$ cat src/rtl/ecc_sram_pkg.sv
package ecc_sram_pkg;

  localparam int DATA_W = 64;
  localparam int HAM_W  = 7;
  localparam int CHK_W  = HAM_W + 1;
  localparam int CW_W   = DATA_W + CHK_W;
  localparam int BE_W   = DATA_W / 8;

  typedef enum logic [1:0] {
    VEC_NONE = 2'd0,
    VEC_MCHK = 2'd1,
    VEC_DSI  = 2'd2,
    VEC_ISI  = 2'd3
  } exc_vec_e;

  typedef logic [DATA_W-1:0][HAM_W-1:0] pos_tab_t;

  // Hamming position of each data bit: the non-power-of-two slots 3..71.
  function automatic pos_tab_t build_pos();
    pos_tab_t t;
    int n;
    t = '0;
    n = 0;
    for (int p = 1; p < CW_W; p++) begin
      if ((p & (p - 1)) != 0) begin
        t[n] = HAM_W'(p);
        n++;
      end
    end
    return t;
  endfunction

  localparam pos_tab_t DPOS = build_pos();

  function automatic logic [HAM_W-1:0] ham_bits(input logic [DATA_W-1:0] d);
    logic [HAM_W-1:0] h;
    h = '0;
    for (int i = 0; i < DATA_W; i++) begin
      if (d[i]) h = h ^ DPOS[i];
    end
    return h;
  endfunction

  // Check byte: [6:0] Hamming bits, [7] overall parity of the codeword.
  function automatic logic [CHK_W-1:0] enc_chk(input logic [DATA_W-1:0] d);
    logic [HAM_W-1:0] h;
    h = ham_bits(d);
    return {^{d, h}, h};
  endfunction

endpackage

$ cat src/rtl/ecc_sram_init.sv
module ecc_sram_init #(
  parameter int ADDR_W = 6
) (
  input  logic              clk,
  input  logic              rst_n,
  output logic              wr_en,
  output logic [ADDR_W-1:0] wr_addr,
  output logic              done
);

  logic [ADDR_W-1:0] cnt_q, cnt_d;
  logic              done_q, done_d;

  always_comb begin
    cnt_d  = cnt_q;
    done_d = done_q;
    if (!done_q) begin
      if (cnt_q == {ADDR_W{1'b1}}) done_d = 1'b1;
      else                         cnt_d  = cnt_q + 1'b1;
    end
  end

  always_ff @(posedge clk or negedge rst_n) begin
    if (!rst_n) begin
      cnt_q  <= '0;
      done_q <= 1'b0;
    end else if (!done_q) begin
      cnt_q  <= cnt_d;
      done_q <= done_d;
    end
  end

  assign wr_en   = !done_q;
  assign wr_addr = cnt_q;
  assign done    = done_q;

endmodule

$ cat src/rtl/ecc_sram_dec.sv
module ecc_sram_dec
  import ecc_sram_pkg::*;
(
  input  logic [CW_W-1:0]   cw,
  output logic [DATA_W-1:0] data,
  output logic              sbe,
  output logic              dbe
);

  logic [DATA_W-1:0] raw;
  logic [DATA_W-1:0] flip;
  logic [HAM_W-1:0]  syn;
  logic              par;
  logic              in_range;

  always_comb begin
    raw      = cw[DATA_W-1:0];
    syn      = cw[DATA_W +: HAM_W] ^ ham_bits(raw);
    par      = ^cw;
    in_range = (syn < HAM_W'(CW_W));
    for (int i = 0; i < DATA_W; i++) begin
      flip[i] = par && (syn == DPOS[i]);
    end
    data = raw ^ flip;
    sbe  = par && in_range;
    dbe  = (!par && (syn != '0)) || (par && !in_range);
  end

endmodule

$ cat src/rtl/ecc_sram_disp.sv
module ecc_sram_disp
  import ecc_sram_pkg::*;
(
  input  logic       clk,
  input  logic       rst_n,
  input  logic       ue,
  input  logic       ifetch,
  input  logic       ee,
  input  logic       me,
  input  logic       rpt,
  output logic       exc_fire,
  output logic [1:0] vec,
  output logic       irq,
  output logic       chkstop
);

  logic stop_hit;
  logic chk_q, chk_d;

  always_comb begin
    exc_fire = 1'b0;
    vec      = VEC_NONE;
    stop_hit = 1'b0;
    if (ue) begin
      if (ee) begin
        exc_fire = 1'b1;
        vec      = ifetch ? VEC_ISI : VEC_DSI;
      end else if (me) begin
        exc_fire = 1'b1;
        vec      = VEC_MCHK;
      end else begin
        stop_hit = 1'b1;
      end
    end
    irq   = ue && rpt;
    chk_d = chk_q || stop_hit;
  end

  always_ff @(posedge clk or negedge rst_n) begin
    if (!rst_n) chk_q <= 1'b0;
    else        chk_q <= chk_d;
  end

  assign chkstop = chk_q;

endmodule

$ cat src/rtl/ecc_sram.sv
module ecc_sram
  import ecc_sram_pkg::*;
#(
  parameter int ADDR_W = 6
) (
  input  logic              clk,
  input  logic              rst_n,
  input  logic              req,
  input  logic              we,
  input  logic [ADDR_W-1:0] addr,
  input  logic [DATA_W-1:0] wdata,
  input  logic [BE_W-1:0]   wbe,
  input  logic [CW_W-1:0]   inj_mask,
  input  logic              ifetch,
  input  logic              msr_ee,
  input  logic              msr_me,
  input  logic              rpt_en,
  output logic              ready,
  output logic              rvalid,
  output logic [DATA_W-1:0] rdata,
  output logic              ce_pulse,
  output logic [ADDR_W-1:0] ce_addr,
  output logic              exc_valid,
  output logic [1:0]        exc_vec,
  output logic              checkstop,
  output logic              intc_req,
  output logic              wr_err
);

  localparam int DEPTH = 1 << ADDR_W;

  // reset: asserted asynchronously, released on the clock
  logic rs1_q, rs2_q, rst_sync_n;
  always_ff @(posedge clk or negedge rst_n) begin
    if (!rst_n) begin
      rs1_q <= 1'b0;
      rs2_q <= 1'b0;
    end else begin
      rs1_q <= 1'b1;
      rs2_q <= rs1_q;
    end
  end
  assign rst_sync_n = rs2_q;

  // scrub sequencer
  logic              init_we;
  logic [ADDR_W-1:0] init_addr;
  logic              init_done;

  ecc_sram_init #(.ADDR_W(ADDR_W)) u_init (
    .clk     (clk),
    .rst_n   (rst_sync_n),
    .wr_en   (init_we),
    .wr_addr (init_addr),
    .done    (init_done)
  );

  logic chk_state;
  logic acc, wr_ok, wr_bad, rd_go;

  assign ready  = init_done && !chk_state;
  assign acc    = req && ready;
  assign wr_ok  = acc && we && (&wbe);
  assign wr_bad = acc && we && !(&wbe);
  assign rd_go  = acc && !we;

  // storage and read stage
  logic [CW_W-1:0] mem [DEPTH];
  logic [CW_W-1:0] a_cw_q;

  always_ff @(posedge clk) begin
    if (init_we)
      mem[init_addr] <= {enc_chk({DATA_W{1'b0}}), {DATA_W{1'b0}}};
    else if (wr_ok)
      mem[addr] <= {enc_chk(wdata), wdata} ^ inj_mask;
    if (rd_go)
      a_cw_q <= mem[addr];
  end

  logic              a_vld_q, a_vld_d;
  logic [ADDR_W-1:0] a_addr_q, a_addr_d;
  logic              a_if_q, a_if_d, a_ee_q, a_ee_d, a_me_q, a_me_d, a_rpt_q, a_rpt_d;

  always_comb begin
    a_vld_d  = rd_go;
    a_addr_d = a_addr_q;
    a_if_d   = a_if_q;
    a_ee_d   = a_ee_q;
    a_me_d   = a_me_q;
    a_rpt_d  = a_rpt_q;
    if (rd_go) begin
      a_addr_d = addr;
      a_if_d   = ifetch;
      a_ee_d   = msr_ee;
      a_me_d   = msr_me;
      a_rpt_d  = rpt_en;
    end
  end

  always_ff @(posedge clk or negedge rst_sync_n) begin
    if (!rst_sync_n) begin
      a_vld_q  <= 1'b0;
      a_addr_q <= '0;
      a_if_q   <= 1'b0;
      a_ee_q   <= 1'b0;
      a_me_q   <= 1'b0;
      a_rpt_q  <= 1'b0;
    end else begin
      a_vld_q  <= a_vld_d;
      a_addr_q <= a_addr_d;
      a_if_q   <= a_if_d;
      a_ee_q   <= a_ee_d;
      a_me_q   <= a_me_d;
      a_rpt_q  <= a_rpt_d;
    end
  end

  // decode and dispatch
  logic [DATA_W-1:0] dec_data;
  logic              dec_sbe, dec_dbe;

  ecc_sram_dec u_dec (
    .cw   (a_cw_q),
    .data (dec_data),
    .sbe  (dec_sbe),
    .dbe  (dec_dbe)
  );

  logic       ue_go, d_fire, d_irq;
  logic [1:0] d_vec;

  assign ue_go = a_vld_q && dec_dbe;

  ecc_sram_disp u_disp (
    .clk      (clk),
    .rst_n    (rst_sync_n),
    .ue       (ue_go),
    .ifetch   (a_if_q),
    .ee       (a_ee_q),
    .me       (a_me_q),
    .rpt      (a_rpt_q),
    .exc_fire (d_fire),
    .vec      (d_vec),
    .irq      (d_irq),
    .chkstop  (chk_state)
  );

  // result stage
  logic              rv_q, rv_d, ce_q, ce_d, exc_q, exc_d, irq_q, irq_d, werr_q, werr_d;
  logic [DATA_W-1:0] rd_q, rd_d;
  logic [ADDR_W-1:0] cea_q, cea_d;
  logic [1:0]        vec_q, vec_d;

  always_comb begin
    rv_d   = a_vld_q;
    rd_d   = a_vld_q ? dec_data : rd_q;
    ce_d   = a_vld_q && dec_sbe;
    cea_d  = (a_vld_q && dec_sbe) ? a_addr_q : cea_q;
    exc_d  = d_fire;
    vec_d  = d_fire ? d_vec : 2'd0;
    irq_d  = d_irq;
    werr_d = wr_bad;
  end

  always_ff @(posedge clk or negedge rst_sync_n) begin
    if (!rst_sync_n) begin
      rv_q   <= 1'b0;
      rd_q   <= '0;
      ce_q   <= 1'b0;
      cea_q  <= '0;
      exc_q  <= 1'b0;
      vec_q  <= 2'd0;
      irq_q  <= 1'b0;
      werr_q <= 1'b0;
    end else begin
      rv_q   <= rv_d;
      rd_q   <= rd_d;
      ce_q   <= ce_d;
      cea_q  <= cea_d;
      exc_q  <= exc_d;
      vec_q  <= vec_d;
      irq_q  <= irq_d;
      werr_q <= werr_d;
    end
  end

  assign rvalid    = rv_q;
  assign rdata     = rd_q;
  assign ce_pulse  = ce_q;
  assign ce_addr   = cea_q;
  assign exc_valid = exc_q;
  assign exc_vec   = vec_q;
  assign checkstop = chk_state;
  assign intc_req  = irq_q;
  assign wr_err    = werr_q;

endmodule

$ cat config.mk
export PLATFORM = sky130hd
export DESIGN_NAME = ecc_sram
export DESIGN_NICKNAME = d
export VERILOG_FILES = /design/src/rtl/ecc_sram_pkg.sv /design/src/rtl/ecc_sram_init.sv /design/src/rtl/ecc_sram_dec.sv /design/src/rtl/ecc_sram_disp.sv /design/src/rtl/ecc_sram.sv
export SDC_FILE = /design/constraint.sdc
export NUM_CORES = 2
export LEC_CHECK = 0
export BUFFER_PORTS_ARGS = -buffer_cell sky130_fd_sc_hd__buf_2
export CAP_MARGIN = 30
export CORE_ASPECT_RATIO = 1.75
export CORE_MARGIN = 8
export CORE_UTILIZATION = 45
export DETAILED_ROUTE_END_ITERATION = 12
export PLACE_DENSITY = 0.71
export SLEW_MARGIN = 20
export SYNTH_ARGS = -nofsm -noshare
export SYNTH_HDL_FRONTEND = slang
export SYNTH_HIERARCHICAL = 1
export SYNTH_MEMORY_MAX_BITS = 65536
export SYNTH_SLANG_ARGS = --single-unit
$ cat constraint.sdc
create_clock -name clk -period 2.6 [get_ports clk]
set_input_delay 0.65 -clock clk [delete_from_list [all_inputs] [get_ports clk]]
set_output_delay 0.65 -clock clk [all_outputs]
set_load 0.02 [all_outputs]
Yosys cells after proc, flatten, opt, wreduce, memory -nomap -nowiden --
Memory sizes are Yosys's and may differ from the RTL's. A register that Yosys moved wholly into a read port is not among the register bits. Cells that the tools add are included.
Storage, ports and cells: bits in latches 0, bits of input ports 158, ROM bits 0, register bits 98, memories 1, logic and storage cells 583, memory bits (writable) 4608
Cells by class: $mul 0, reductions and logical operators 89, mux-type cells 276, shift-type cells 0, equality and inequality tests 65, bitwise gates (word level) 131, divide/modulo/power cells 0, magnitude comparators 1, add/sub/neg operators 1
Memory list:
- mem | words 64, bits a word 72, read ports 1, clocked after Yosys merged registers in 1, wr ports 1, line ecc_sram.sv:68 | logic [CW_W-1:0] mem [DEPTH];
Operator list (count):
- 7-bit 2-to-1 mux | 142
- 6-bit 2-to-1 mux | 63
- 7-bit by 6-bit equality test with 1-bit output (second input constant) | 31
- 5-bit 2-to-1 mux | 30
- 3-bit inverter | 46
- 4-bit inverter | 32
- 7-bit by 5-bit equality test with 1-bit output (second input constant) | 15
- 1-bit logical AND | 76
- 72-bit 2-to-1 mux | 1
- 72-bit OR reduction | 1
- 72-bit XOR reduction | 1
- 72-bit XOR | 1
- 71-bit XOR reduction | 1
- 64-bit XOR | 1
- 5-bit inverter | 12
- 2-bit inverter | 29
- 4-bit 2-to-1 mux | 14
- 7-bit by 4-bit equality test with 1-bit output (second input constant) | 7
- 7-bit equality test (second input constant) | 7
- 7-bit by 3-bit equality test with 1-bit output (second input constant) | 3
- 3-bit 2-to-1 mux | 6
- 1-bit 2-to-1 mux | 15
- 6-bit inverter | 2
- 2-bit 2-to-1 mux | 5
- other kinds (12) | 22

Depth between registers and ports, before layout --
depth after elaboration 262, gate-level depth with buffers 12, gate-level depth less buffers 12

Cells and area by module --
The synthesis kept the hierarchy.
By module, submodules not included:
- ecc_sram | cells each 7694, instances 1, area each 180431.8 um2
- ecc_sram_dec | cells each 328, instances 1, area each 2805.2 um2
- ecc_sram_init | cells each 28, instances 1, area each 349.1 um2
- ecc_sram_disp | cells each 8, instances 1, area each 72.6 um2

Worst setup path after synthesis --
OpenSTA, ideal clock, no wires.
path kind input port to flip-flop, from input we, to memory mem[55][0] in the netlist's numbering, enable pin, library setup time 0.590 ns, path buffers 1, data arrival time 7.263 ns, data required time 2.010 ns, stages 8, setup slack -5.253 ns, path through nand4b_1 -> or3_1 -> nand2b_1 -> clkbuf_1 -> mux2i_1 -> nand2_1 -> or3_1 -> nor3_1
On the way: word-level cells in the longest chain between the ends 7
Ends and longest elaborated chain:
- start, declared | line ecc_sram.sv:9 | input logic we,
- 1-bit logical AND * (2 in series) | line ecc_sram.sv:63 | assign wr_ok = acc && we && (&wbe);
- 1-bit 2-to-1 mux * | line ecc_sram.sv:74 | else if (wr_ok)
- 1-bit 2-to-1 mux * | line ecc_sram.sv:72 | if (init_we)
- 1-bit 2-to-1 mux (not written as such) * | line ecc_sram.sv:75 | mem[addr] <= {enc_chk(wdata), wdata} ^ inj_mask;
- 72-bit OR reduction (no source line)
- 6-bit 2-to-1 mux (no source line) / 1-bit 2-to-1 mux (equally long branches)
- end, declared | line ecc_sram.sv:68
Every way passes the cells marked *; elsewhere a longest branch is shown, timed or not.

Worst setup path after layout --
from register a_cw_q[39] (read register of mem), to register rd_q[54], in the netlist rdata[54]
On the way: word-level cells in the longest chain between the ends 46
Ends and longest elaborated chain:
- start, declared | line ecc_sram.sv:69 | logic [CW_W-1:0] a_cw_q;
- 6-bit 2-to-1 mux | line ecc_sram_pkg.sv:39 | if (d[i]) h = h ^ DPOS[i];
- 5-bit inverter (no source line)
- 6-bit 2-to-1 mux | line ecc_sram_pkg.sv:39
- 2-bit inverter (no source line)
- 6-bit 2-to-1 mux | line ecc_sram_pkg.sv:39
- 3-bit inverter (no source line)
- 6-bit 2-to-1 mux | line ecc_sram_pkg.sv:39
- 3-bit inverter (no source line)
- [25 not listed]
- 6-bit inverter (no source line)
- 6-bit 2-to-1 mux | line ecc_sram_pkg.sv:39
- 7-bit 2-to-1 mux (7 in series) | line ecc_sram_pkg.sv:39
- 7-bit XOR | line ecc_sram_dec.sv:18 | syn = cw[DATA_W +: HAM_W] ^ ham_bits(raw);
- 7-bit by 6-bit equality test with 1-bit output | line ecc_sram_dec.sv:22 | flip[i] = par && (syn == DPOS[i]);
- 1-bit logical AND * | line ecc_sram_dec.sv:22
- 64-bit XOR * | line ecc_sram_dec.sv:24 | data = raw ^ flip;
- named net dec_data[54] | line ecc_sram.sv:119 | logic [DATA_W-1:0] dec_data;
- end signal, assigned | line ecc_sram.sv:177 | rd_q <= rd_d;
- end, declared | line ecc_sram.sv:150 | logic [DATA_W-1:0] rd_q, rd_d;
Mark *: on every way through the listed nets, which the timed path passes. The rest lies on a longest branch. A chain may end at the register's enable or synchronous reset.

==> summary.json <==
{
  "layout-drive-gt1-share_pct": 40.0,
  "synth_enable_flop_cells": 4680,
  "synth_simple_gate_area_share_pct": 0.901,
  "cp-start-kind": "flip-flop",
  "synth.area.top_cells": "edfxtp_1 (77%), mux4_2 (14%), xnor2_1 (1.4%)",
  "max-clock-path-buffers": 4,
  "nets": 10100,
  "grt.total_usage_pct": 25.9,
  "grt_overflow": 0,
  "synth-seq-area-share_pct": 77.9,
  "worst_setup_path_end_kind": "flip-flop",
  "cts_tree": "built",
  "globalplace.congestion": 0.926,
  "dieArea_um2": 430000,
  "achievable-frequency_ghz": 0.299,
  "critical-path-slowest-cell": "edfxtp_1",
  "number_of_instances_in_the_synthesized_netlist": 8058,
  "grt_pass1_vias": 102000,
  "clk_root_buffer_cell": "clkbuf_16",
  "hold_viol": 0,
  "ios": 237,
  "post_synth.cell_area_avg_um2": 22.8,
  "synth.ff_latch_count": 4778,
  "clock_latency_ns": 0.99,
  "crit_path_cell_trace": "buf_4 > xnor2_2 > xnor2_1 > buf_4 > buf_4 > xnor2_1 > xnor3_2 > inv_1 > nand2b_1 > buf_4 > o221ai_2 > buf_6 > nand3_2 > xnor2_2 > mux2_2",
  "final.min_clock_period_ns": 3.34,
  "critical-path-max-stage-delay_ns": 0.42,
  "netlist_area_before_placement_um2": 184000,
  "timing.critical_path.buf_inv": 6,
  "setup.worst_path.class": "reg2reg",
  "grt_start_max_net_pins": 72,
  "clock_sink_count": 4778,
  "initial_utilization_pct": 45.1,
  "setup-violations-final": 9215,
  "dr.pass1.iters": 6,
  "crit_fanout": 5,
  "fin_tns_setup_ns": -3527.98,
  "holdWs_ns": 0.0849,
  "failed_checks": "setup timing",
  "numCtsBuffers": 400,
  "avgViaCountPerCell": 6.23,
  "report.final.slew_viol_count": 0,
  "timing.final.crit_share_pct": 128,
  "synth_cell_types": 55,
  "maxSlewHeadroom_pct": 37.1,
  "synthFlopType": "edfxtp_1",
  "worst_ir_drop_vdd_mv": 0.973,
  "drtIter0Drc": 12800,
  "route.detailed.drc": 0,
  "grt_first_pass_wirelength_um": 786000,
  "final_critical_path_setup_slack_ns": -0.739,
  "worstMarginPinSlew_ns": 0.936,
  "run_status": "complete, but fails checks",
  "synth.yosys.warnings": 6,
  "synth_xor_xnor_area_share_pct": 2.17,
  "dpl.hpwl_um": 384000,
  "async_set_or_reset_flop_fraction_in_the_synthesized_netlist_pct": 2.05,
  "synth_area_in_compound_gates_pct": 3.43,
  "power.static_leakage_nw": 62.8,
  "totalWireLength_um": 577000,
  "drt.antenna.violating_nets": 0,
  "power-per-cell-area_nw_per_um2": 683,
  "cpMostUsedCell": "buf_4",
  "post_synth_mux_area_share_pct": 14.7,
  "numPortBuffers": 236,
  "critical_path.top_delay_family": "XOR/XNOR gates",
  "synth_largest_area_cell": "edfxtp_1",
  "largest_family_of_logic_cells_by_synthesized_area": "multiplexers",
  "yosys.area_share.adder_pct": 0.00681,
  "hp-class": "in2reg",
  "std_cell_rows": 310,
  "die_w_um": 499,
  "clock-skew-final_ns": 0.110,
  "synth.net_count": 8217,
  "setup_repair_after_global_routing_missed_its_margin": "yes",
  "worst_ep_required_time_ns": 3.37,
  "timing.critical_path.depth": 15,
  "ff2ff_path_depth": 15,
  "whs_path_depth": 4,
  "clkSlewWorstSetupHoldPaths_ns": 0.07,
  "maxCapViolCount": 0,
  "vias": 98500,
  "flow.area_growth_from_synthesis_pct": 23.8,
  "die-height_um": 861,
  "route.detailed.wl_per_inst_um": 36.5,
  "yosysTopAreaCellShare_pct": 76.5,
  "cts_htree_levels": 5,
  "grt_antenna_before_repair": 47,
  "core_area_um2": 407000,
  "critPathArrivalTime_ns": 4.11
}
## final timing paths
path	start	end	slack [ns]
worst min-delay path	wbe[1]	wr_err$_DFF_PN0_	0.08
worst max register to register	a_cw_q[39]$_DFFE_PP_	rdata[54]$_DFFE_PN0P_	-0.74
worst max-delay path	a_cw_q[39]$_DFFE_PP_	rdata[54]$_DFFE_PN0P_	-0.74
worst min register to register	rs1_q$_DFF_PN0_	rs2_q$_DFF_PN0_	0.35
max in group asynchronous	rs2_q$_DFF_PN0_	rdata[19]$_DFFE_PN0P_	1.36
min in group asynchronous	rs2_q$_DFF_PN0_	ce_pulse$_DFF_PN0_	0.42
## cell type report
| type | instances | area, µm² |
|---|---|---|
| clock buffers | 469 | 10500 |
| repair buffers | 1944 | 22600 |
| fillers | 28600 | 180000 |
| well taps | 5304 | 6640 |
| clock inverters | 257 | 2550 |
| inverters | 10 | 37.5 |
| flip-flops and latches | 4778 | 143000 |
| multi-input cells | 2827 | 41500 |
| diodes | 218 | 546 |
## power breakdown
| group | total [W] | leakage (nW) | internal [W] | switching (W) |
|---|---|---|---|---|
| combinational | 0.0109 | 22.4 | 0.00466 | 0.00626 |
| clock | 0.0611 | 6.34 | 0.0333 | 0.0278 |
| sequential | 0.0832 | 34.1 | 0.0832 | 0.0000185 |
## tightest hold or removal path, delay by kind of cell
kind          cells  cell delay (ns)
simple gates      3             0.22
buf+inv           1             0.09
## state kept, by name, indices dropped and copies added (netlist names), 2 cells and up
register and cells:
exc_vec 2, ce_addr 6, a_cw_q 72, u_init/wr_addr 6, rdata 64, mem 4608
a_addr_q 6
## layout by cell type (no fill, tap or decap), drive strengths merged, types with 4 or more instances in the layout
| cell type | n |
|---|---|
| edfxtp | 4680 |
| buf | 1918 |
| mux4 | 1152 |
| clkbuf | 486 |
| xnor2 | 304 |
| a22oi | 288 |
| nor2 | 242 |
| diode | 218 |
| clkinv | 178 |
| a21oi | 150 |
| a22o | 144 |
| a221oi | 144 |
| dfrtp | 98 |
| mux2 | 83 |
| o221ai | 80 |
| nand3 | 67 |
| bufinv | 44 |
| xor2 | 42 |
| xnor3 | 31 |
| nand2 | 25 |
| inv | 23 |
| clkinvlp | 22 |
| nor2b | 11 |
| mux2i | 11 |
| nand2b | 8 |
| dlygate4sd3 | 7 |
| and2 | 7 |
| xor3 | 6 |
| nand4 | 4 |
| or3 | 4 |
| nor3 | 4 |
## layer usage
layer | routed length [µm] | global-route usage [%] | share of wire (%)
met1 | 177000 | 28.2 | 31
met2 | 294000 | 45.2 | 51
met3 | 50000 | 4.37 | 8.7
met4 | 55000 | 19.5 | 9.5
met5 | 73 | 0 | 0.013
## kinds of logic after synthesis
family	count (synthesis)
xor gates and xnor gates	383
other	1
adders and majority gates	1
DFF	4778
AOI/OAI and AO/OA	816
and+or+nand+nor	380
muxes	1246
buffers and inverters	453
## synthesized netlist by cell type (all sizes together), types with 2 or more instances
cell type / instances
a21oi: 150
a221oi: 144
a22o: 144
a22oi: 288
a31oi: 3
and2: 7
buf: 156
clkbuf: 287
dfrtp: 98
edfxtp: 4680
inv: 10
mux2: 83
mux2i: 11
mux4: 1152
nand2: 25
nand2b: 8
nand3: 67
nand4: 4
nand4b: 3
nor2: 242
nor2b: 11
nor3: 4
o221ai: 80
o22ai: 2
or2: 3
or3: 4
xnor2: 304
xnor3: 31
xor2: 42
xor3: 6
## per-stage QoR
step	area [µm²]	util [%]	power, W	cells	setup slack [ns]
finish	227000	55.9	0.155	15800	-0.739
global route	227000	55.9	0.158	15800	-0.821
CTS	225000	55.4	0.155	15500	-0.616
detailed placement	211000	51.8	0.0946	14800	-2.12
global placement	211000	51.8	0.0945	14800	-2.47
floorplan	184000	-	0.0889	8058	-1.79
## timing repair
action                                 in CTS  in global routing
buffers inserted                           41                 25
endpoints found under the hold margin       7                  0
setup endpoints to repair                8950               9187
gates cloned                                8                 18
pin swaps                                  50                 49
gates resized for setup                   168                141
hold buffers                                7                  0
(Power assumes the default switching activity.)
